--- src/rtl/ref_sched_pkg.sv ---
package ref_sched_pkg;

  // Bits needed to hold the values 0 .. n-1 (never less than one bit).
  function automatic int unsigned width_for(input int unsigned n);
    return (n < 2) ? 1 : $clog2(n);
  endfunction

endpackage

--- src/rtl/ref_interval_timer.sv ---
module ref_interval_timer #(
  parameter int unsigned INTERVAL_CYC = 1300
) (
  input  logic clk,
  input  logic rst,
  input  logic enable,
  output logic tick
);
  localparam int unsigned CW = ref_sched_pkg::width_for(INTERVAL_CYC);
  localparam logic [CW-1:0] LAST = CW'(INTERVAL_CYC - 1);

  logic [CW-1:0] cnt_q;

  // Interval ends on the edge where the counter holds its last value.
  assign tick = enable && (cnt_q == LAST);

  always_ff @(posedge clk) begin
    if (rst || !enable) begin
      cnt_q <= '0;
    end else if (cnt_q == LAST) begin
      cnt_q <= '0;
    end else begin
      cnt_q <= cnt_q + 1'b1;
    end
  end

  // the counter never runs past the end of the interval
  a_r2_count_in_range: assert property (@(posedge clk) disable iff (rst)
    cnt_q <= LAST);

  // two interval ends are never adjacent when the interval is longer than one cycle
  a_r2_tick_spacing: assert property (@(posedge clk) disable iff (rst)
    (INTERVAL_CYC > 1) && tick |=> !tick);

  // a disabled cycle restarts the interval from zero
  a_r9_restart: assert property (@(posedge clk) disable iff (rst)
    !enable |=> cnt_q == '0);

endmodule

--- src/rtl/ref_debt_counter.sv ---
module ref_debt_counter #(
  parameter int unsigned MAX_OWED = 8
) (
  input  logic clk,
  input  logic rst,
  input  logic enable,
  input  logic tick,
  input  logic take,
  output logic [ref_sched_pkg::width_for(MAX_OWED + 1)-1:0] debt_q,
  output logic [ref_sched_pkg::width_for(MAX_OWED + 1)-1:0] debt_d,
  output logic ovf_q
);
  localparam int unsigned DW = ref_sched_pkg::width_for(MAX_OWED + 1);
  localparam logic [DW-1:0] FULL = DW'(MAX_OWED);

  always_comb begin
    debt_d = debt_q;
    if (!enable) begin
      debt_d = '0;
    end else begin
      unique case ({tick, take})
        2'b10:   if (debt_q != FULL) debt_d = debt_q + 1'b1;
        2'b01:   if (debt_q != '0)   debt_d = debt_q - 1'b1;
        default: debt_d = debt_q;
      endcase
    end
  end

  always_ff @(posedge clk) begin
    if (rst) begin
      debt_q <= '0;
      ovf_q  <= 1'b0;
    end else begin
      debt_q <= debt_d;
      ovf_q  <= enable && tick && !take && (debt_q == FULL);
    end
  end

  // the balance never exceeds the postponement limit
  a_r3_debt_bound: assert property (@(posedge clk) disable iff (rst)
    debt_q <= FULL);

  // an interval end below the limit adds exactly one
  a_r2_increment: assert property (@(posedge clk) disable iff (rst)
    enable && tick && !take && (debt_q != FULL) |=> debt_q == $past(debt_q) + DW'(1));

  // an accepted refresh removes exactly one
  a_r4_decrement: assert property (@(posedge clk) disable iff (rst)
    enable && take && !tick && (debt_q != '0) |=> debt_q == $past(debt_q) - DW'(1));

  // interval end and refresh on the same edge cancel
  a_r8_cancel: assert property (@(posedge clk) disable iff (rst)
    enable && take && tick |=> debt_q == $past(debt_q));

  // overflow is flagged only with the balance held at the limit
  a_r7_overflow_at_full: assert property (@(posedge clk) disable iff (rst)
    ovf_q |-> debt_q == FULL);

  // disabling empties the balance
  a_r9_clear: assert property (@(posedge clk) disable iff (rst)
    !enable |=> debt_q == '0);

endmodule

--- src/rtl/ref_holdoff.sv ---
module ref_holdoff #(
  parameter int unsigned TRFC_CYC = 12
) (
  input  logic clk,
  input  logic rst,
  input  logic start,
  output logic busy_q,
  output logic busy_d
);
  localparam int unsigned HW = ref_sched_pkg::width_for(TRFC_CYC + 1);
  localparam logic [HW-1:0] LOAD = HW'(TRFC_CYC);

  logic [HW-1:0] hcnt_q;
  logic [HW-1:0] hcnt_d;

  always_comb begin
    if (start) begin
      hcnt_d = LOAD;
    end else if (hcnt_q != '0) begin
      hcnt_d = hcnt_q - 1'b1;
    end else begin
      hcnt_d = '0;
    end
    busy_d = (hcnt_d != '0);
  end

  always_ff @(posedge clk) begin
    if (rst) begin
      hcnt_q <= '0;
      busy_q <= 1'b0;
    end else begin
      hcnt_q <= hcnt_d;
      busy_q <= busy_d;
    end
  end

  // an accepted refresh opens the window
  a_r5_window_opens: assert property (@(posedge clk) disable iff (rst)
    (TRFC_CYC > 0) && start |=> busy_q);

  // the window counts down one per cycle
  a_r5_window_counts: assert property (@(posedge clk) disable iff (rst)
    (hcnt_q != '0) && !start |=> hcnt_q == $past(hcnt_q) - HW'(1));

  // busy mirrors a running window
  a_r5_busy_tracks: assert property (@(posedge clk) disable iff (rst)
    busy_q == (hcnt_q != '0));

endmodule

--- src/rtl/refresh_debt_sched.sv ---
module refresh_debt_sched #(
  parameter int unsigned INTERVAL_CYC = 1300,
  parameter int unsigned TRFC_CYC     = 12,
  parameter int unsigned MAX_OWED     = 8
) (
  input  logic clk,
  input  logic rst,
  input  logic enable,
  input  logic ack_refresh,
  output logic req_soft,
  output logic req_hard,
  output logic busy,
  output logic debt_overflow
);
  localparam int unsigned DW = ref_sched_pkg::width_for(MAX_OWED + 1);
  localparam logic [DW-1:0] FULL = DW'(MAX_OWED);

  logic          tick;
  logic          take;
  logic          busy_d;
  logic [DW-1:0] debt_q;
  logic [DW-1:0] debt_d;
  logic          soft_q;
  logic          hard_q;

  // A refresh only counts when it answers a visible request.
  assign take = ack_refresh && soft_q;

  ref_interval_timer #(.INTERVAL_CYC(INTERVAL_CYC)) u_timer (
    .clk    (clk),
    .rst    (rst),
    .enable (enable),
    .tick   (tick)
  );

  ref_debt_counter #(.MAX_OWED(MAX_OWED)) u_debt (
    .clk    (clk),
    .rst    (rst),
    .enable (enable),
    .tick   (tick),
    .take   (take),
    .debt_q (debt_q),
    .debt_d (debt_d),
    .ovf_q  (debt_overflow)
  );

  ref_holdoff #(.TRFC_CYC(TRFC_CYC)) u_hold (
    .clk    (clk),
    .rst    (rst),
    .start  (take),
    .busy_q (busy),
    .busy_d (busy_d)
  );

  // Requests are registered from next-state values so they line up with busy.
  always_ff @(posedge clk) begin
    if (rst) begin
      soft_q <= 1'b0;
      hard_q <= 1'b0;
    end else begin
      soft_q <= (debt_d != '0) && !busy_d;
      hard_q <= (debt_d == FULL) && !busy_d;
    end
  end

  assign req_soft = soft_q;
  assign req_hard = hard_q;

  // no request is visible during the hold-off window
  a_r5_masked: assert property (@(posedge clk) disable iff (rst)
    busy |-> !req_soft && !req_hard);

  // the hard request always comes with a soft one
  a_r3_hard_implies_soft: assert property (@(posedge clk) disable iff (rst)
    req_hard |-> req_soft);

  // a soft request means a balance is really owed
  a_r3_soft_has_debt: assert property (@(posedge clk) disable iff (rst)
    req_soft |-> debt_q != '0);

  // a stray acknowledge does not start a window
  a_r6_stray_ack: assert property (@(posedge clk) disable iff (rst)
    ack_refresh && !req_soft && !busy |=> !busy);

  // overflow is a single-cycle pulse when the interval is longer than one cycle
  a_r7_pulse: assert property (@(posedge clk) disable iff (rst)
    (INTERVAL_CYC > 1) && debt_overflow |=> !debt_overflow);

endmodule

--- config.mk ---
export PLATFORM = sky130hd
export DESIGN_NAME = refresh_debt_sched
export DESIGN_NICKNAME = d
export VERILOG_FILES = /design/src/rtl/ref_sched_pkg.sv /design/src/rtl/ref_interval_timer.sv /design/src/rtl/ref_debt_counter.sv /design/src/rtl/ref_holdoff.sv /design/src/rtl/refresh_debt_sched.sv
export SDC_FILE = /design/constraint.sdc
export NUM_CORES = 1
export LEC_CHECK = 0
export ABC_AREA = 1
export BUFFER_PORTS_ARGS = -buffer_cell sky130_fd_sc_hd__buf_2
export CAP_MARGIN = 5
export CORE_UTILIZATION = 45
export DETAILED_ROUTE_END_ITERATION = 6
export SYNTH_ARGS = -nofsm -noshare
export SYNTH_HDL_FRONTEND = slang
export SYNTH_HIERARCHICAL = 1
export SYNTH_SLANG_ARGS = --single-unit
export TNS_END_PERCENT = 30
--- constraint.sdc ---
create_clock -name clk -period 4.7 [get_ports clk]
set_input_delay 0.47 -clock clk [delete_from_list [all_inputs] [get_ports clk]]
set_output_delay 0.47 -clock clk [all_outputs]
set_load 0.01 [all_outputs]
==> metrics.yaml <==
sta:
  finalCritPeriodShare_pct: 47.11
  hold_ws_ns: 0.4268
  skew_ns: 0.005477
  drv_slew: 0
  max_freq_mhz: 451.6
  layout_min_cycle_time_ns: 2.214
  max-slew-margin-rel_pct: 81.73
  timing.final.hold_violations: 0
  setup_violations: 0
  fin_setup_tns_ns: 0
  worst_slew_pin_slew_ns: 0.2731
  rsz0062_at_grt: "no"
cts:
  holdBufCountCts: 0
  cts-buffers-inserted: 3
  clock_latency_ns: 0.31
  htree_levels: 1
  path_clk_slew_ns: 0.13
  clock_tree.root_cell: "clkbuf_4"
  cts_tree: "done"
  cts.repair.resized: 0
  clk_path_buf_depth: 2
  post_cts_buffers: 0
  cts.sinks: 23
cells_and_area:
  syn2layout_area_growth_pct: 6.775
  nFillCells: 270
  fin_nets: 216
  multi_input_area_um2: 695.7
  layout-drive-gt1-share_pct: 13.66
  final_cells: 236
  seq_area_um2: 460.4
  antennaDiodeCount: 0
placed_design:
  port-buffer-count: 7
  dp.final_hpwl_um: 1819
  place_congestion: 0.8733
  dp_cells: 232
floorplan:
  placementRows: 19
  placeableCoreArea_mm2: 0.002758
  dieArea_mm2: 0.003134
  num_io_pins: 8
  die_x_um: 55.98
  start_util_pct: 47.55
  die_y_um: 55.98
logic_synthesis:
  synth_top_cell_by_area: "dfxtp_1"
  synth_cell_types: 23
  netlist_instances: 195
  synth_area_mm2: 0.001311
  synthTopCellsByArea: "dfxtp_1 35%, nand2_1 14%, inv_1 9.7%, nor2_1 8.3%, nand3_1 6.1%"
  ys_warn_count: 6
  synth_nets: 205
  synth.ff_latch_count: 23
  ys_seq_area_share_pct: 35.11
  yosys.area.top_type_share_pct: 35.11
  avgSynthCellArea_um2: 6.724
route:
  drtIter0Drc: 63
  drtAntennaViolNets: 0
  avgViaCountPerCell: 4.826
  wl_per_cell_um: 9.856
  drc_errors: 0
  dr_total_vias: 1139
  routed_wl_um: 2326
  drt_pass1_iterations: 4
critical_path:
  path_depth: 16
  cp-start-kind: "flip-flop"
  critical_path.slowest_cell: "dfxtp_1"
  critPathBufInv: 4
  cp_slowest_stage_delay_ns: 0.39
  worst_setup_path_end_kind: "flip-flop"
  crit_path_cell_trace: "ha_1, inv_1, nor2_1, nand3_2, nor2_1, inv_1, ha_1, inv_1, nand2_1, nand2_1, nand2_1, nand2_1, inv_1, nor2_2, nand2_1, nor2_2"
  critPathTopFamily: "simple AND/OR/NAND/NOR gates"
  path_max_fanout: 4
  critical_path_arrival_ns: 2.47
  critPathKind: "reg -> reg"
  cp.required_ns: 4.96
  rr_worst_depth: 16
  cp_common_cell: "nand2_1"
global_route:
  antenna_found_initial: 0
  grt_max_degree: 13
  grt_pass1_vias: 1013
  track_usage_pct: 16.10
  grt_pass1_wl_um: 4112
  grt_overflow: 0
min_path:
  hold_class: "in -> reg"
  hold_depth: 3
flow_run:
  cap_violations: 0
power_and_ir_drop:
  p_leak_nw: 0.6515
  irDropWorstVdd_uv: 223.6
  p_per_area_mw_per_mm2: 291.6
outcome:
  status: "completed"
[per-layer routing]
metal / part of all wire, % / global-route usage, % / wire (um)
met4: 0.73 / 6.969 / 17
met3: 4.3 / 2.558 / 100
met2: 47 / 25.34 / 1099
met1: 48 / 21.85 / 1108
met5: 0 / 0 / 0
[through the flow]
stage               area, um^2  utilization [%]  power (W)  worst slack, ns
global route              1400            50.77  0.0004406            2.241
CTS                       1400            50.77  0.0004136            2.480
global placement          1374            49.82  0.0003197            2.596
finish                    1400            50.77  0.0004083            2.486
floorplan                 1311                -  0.0003028            2.721
detailed placement        1374            49.82  0.0003220            2.512
[area by class of cell]
cell class                      instances  share of cell area [%]
Clock buffer                            4                   1.877
Inverter                               37                   10.28
Multi-Input combinational cell        134                   49.69
Sequential cell                        23                   32.89
Tap cell                               31                   2.770
Timing Repair Buffer                    7                   2.502
[state kept, by name, indices dropped and copies added (netlist names)]
signal	count
req_hard	1
req_soft	1
u_debt/debt_q	4
u_debt/ovf_q	1
u_hold/busy_q	1
u_hold/hcnt_q	4
u_timer/cnt_q	11
[power by group]
group	switching [W]	leakage, nW	internal (W)	total, W
Sequential	0.00000640	0.186	0.000209	0.000215
Clock	0.0000590	0.0150	0.0000331	0.0000920
Combinational	0.0000625	0.450	0.0000386	0.000101
[Yosys cell counts]
library cell and instances:
nand2_1 49, xor2_1 5, nand3b_1 2, inv_1 34
or2_2 1, nand4_1 1, a21oi_2 4, buf_6 1
nand3_2 3, nor2_2 4, nand3_1 16, inv_2 2
dfxtp_1 23, o21ai_0 2, a31oi_1 1, ha_1 6
nor2_4 2, a21oi_1 6, clkinv_4 1, nor4_1 1
o21ai_1 1, nor2_1 29, nand2_2 1
[worst reg2reg max path, delay by kind of cell (launching register included)]
| kind | cells | cell delay [ns] |
|---|---|---|
| simple gates | 10 | 0.92 |
| fa+ha+maj | 2 | 0.54 |
| buf+inv | 4 | 0.32 |
| flops | 1 | 0.39 |
[cells by family after synthesis]
logic type / Yosys count / share of synthesized area (%)
simple gates: 109 / 37.41
buf+inv: 38 / 11.83
flops: 23 / 35.11
compound gates: 14 / 6.584
fa+ha+maj: 6 / 5.725
xor+xnor: 5 / 3.340
[cell usage in the layout (no fill, tap or decap), types with 3 or more instances in the layout]
cell type / n
a21oi_1: 6
inv_1: 34
nand3_2: 3
dfxtp_1: 23
clkbuf_4: 3
a21oi_2: 4
nand3_1: 16
nor2_2: 4
buf_2: 7
ha_1: 6
nand2_1: 49
xor2_1: 5
nor2_1: 29
[worst paths after layout]
path                 endpoint              from  slack, ns
min          u_debt/debt_q[1]            enable       0.43
max reg2reg          req_hard  u_timer/cnt_q[0]       2.49
max                  req_hard  u_timer/cnt_q[0]       2.49
min reg2reg  u_timer/cnt_q[0]  u_timer/cnt_q[0]       0.49
Note: power is estimated with default switching activity, not from simulation.
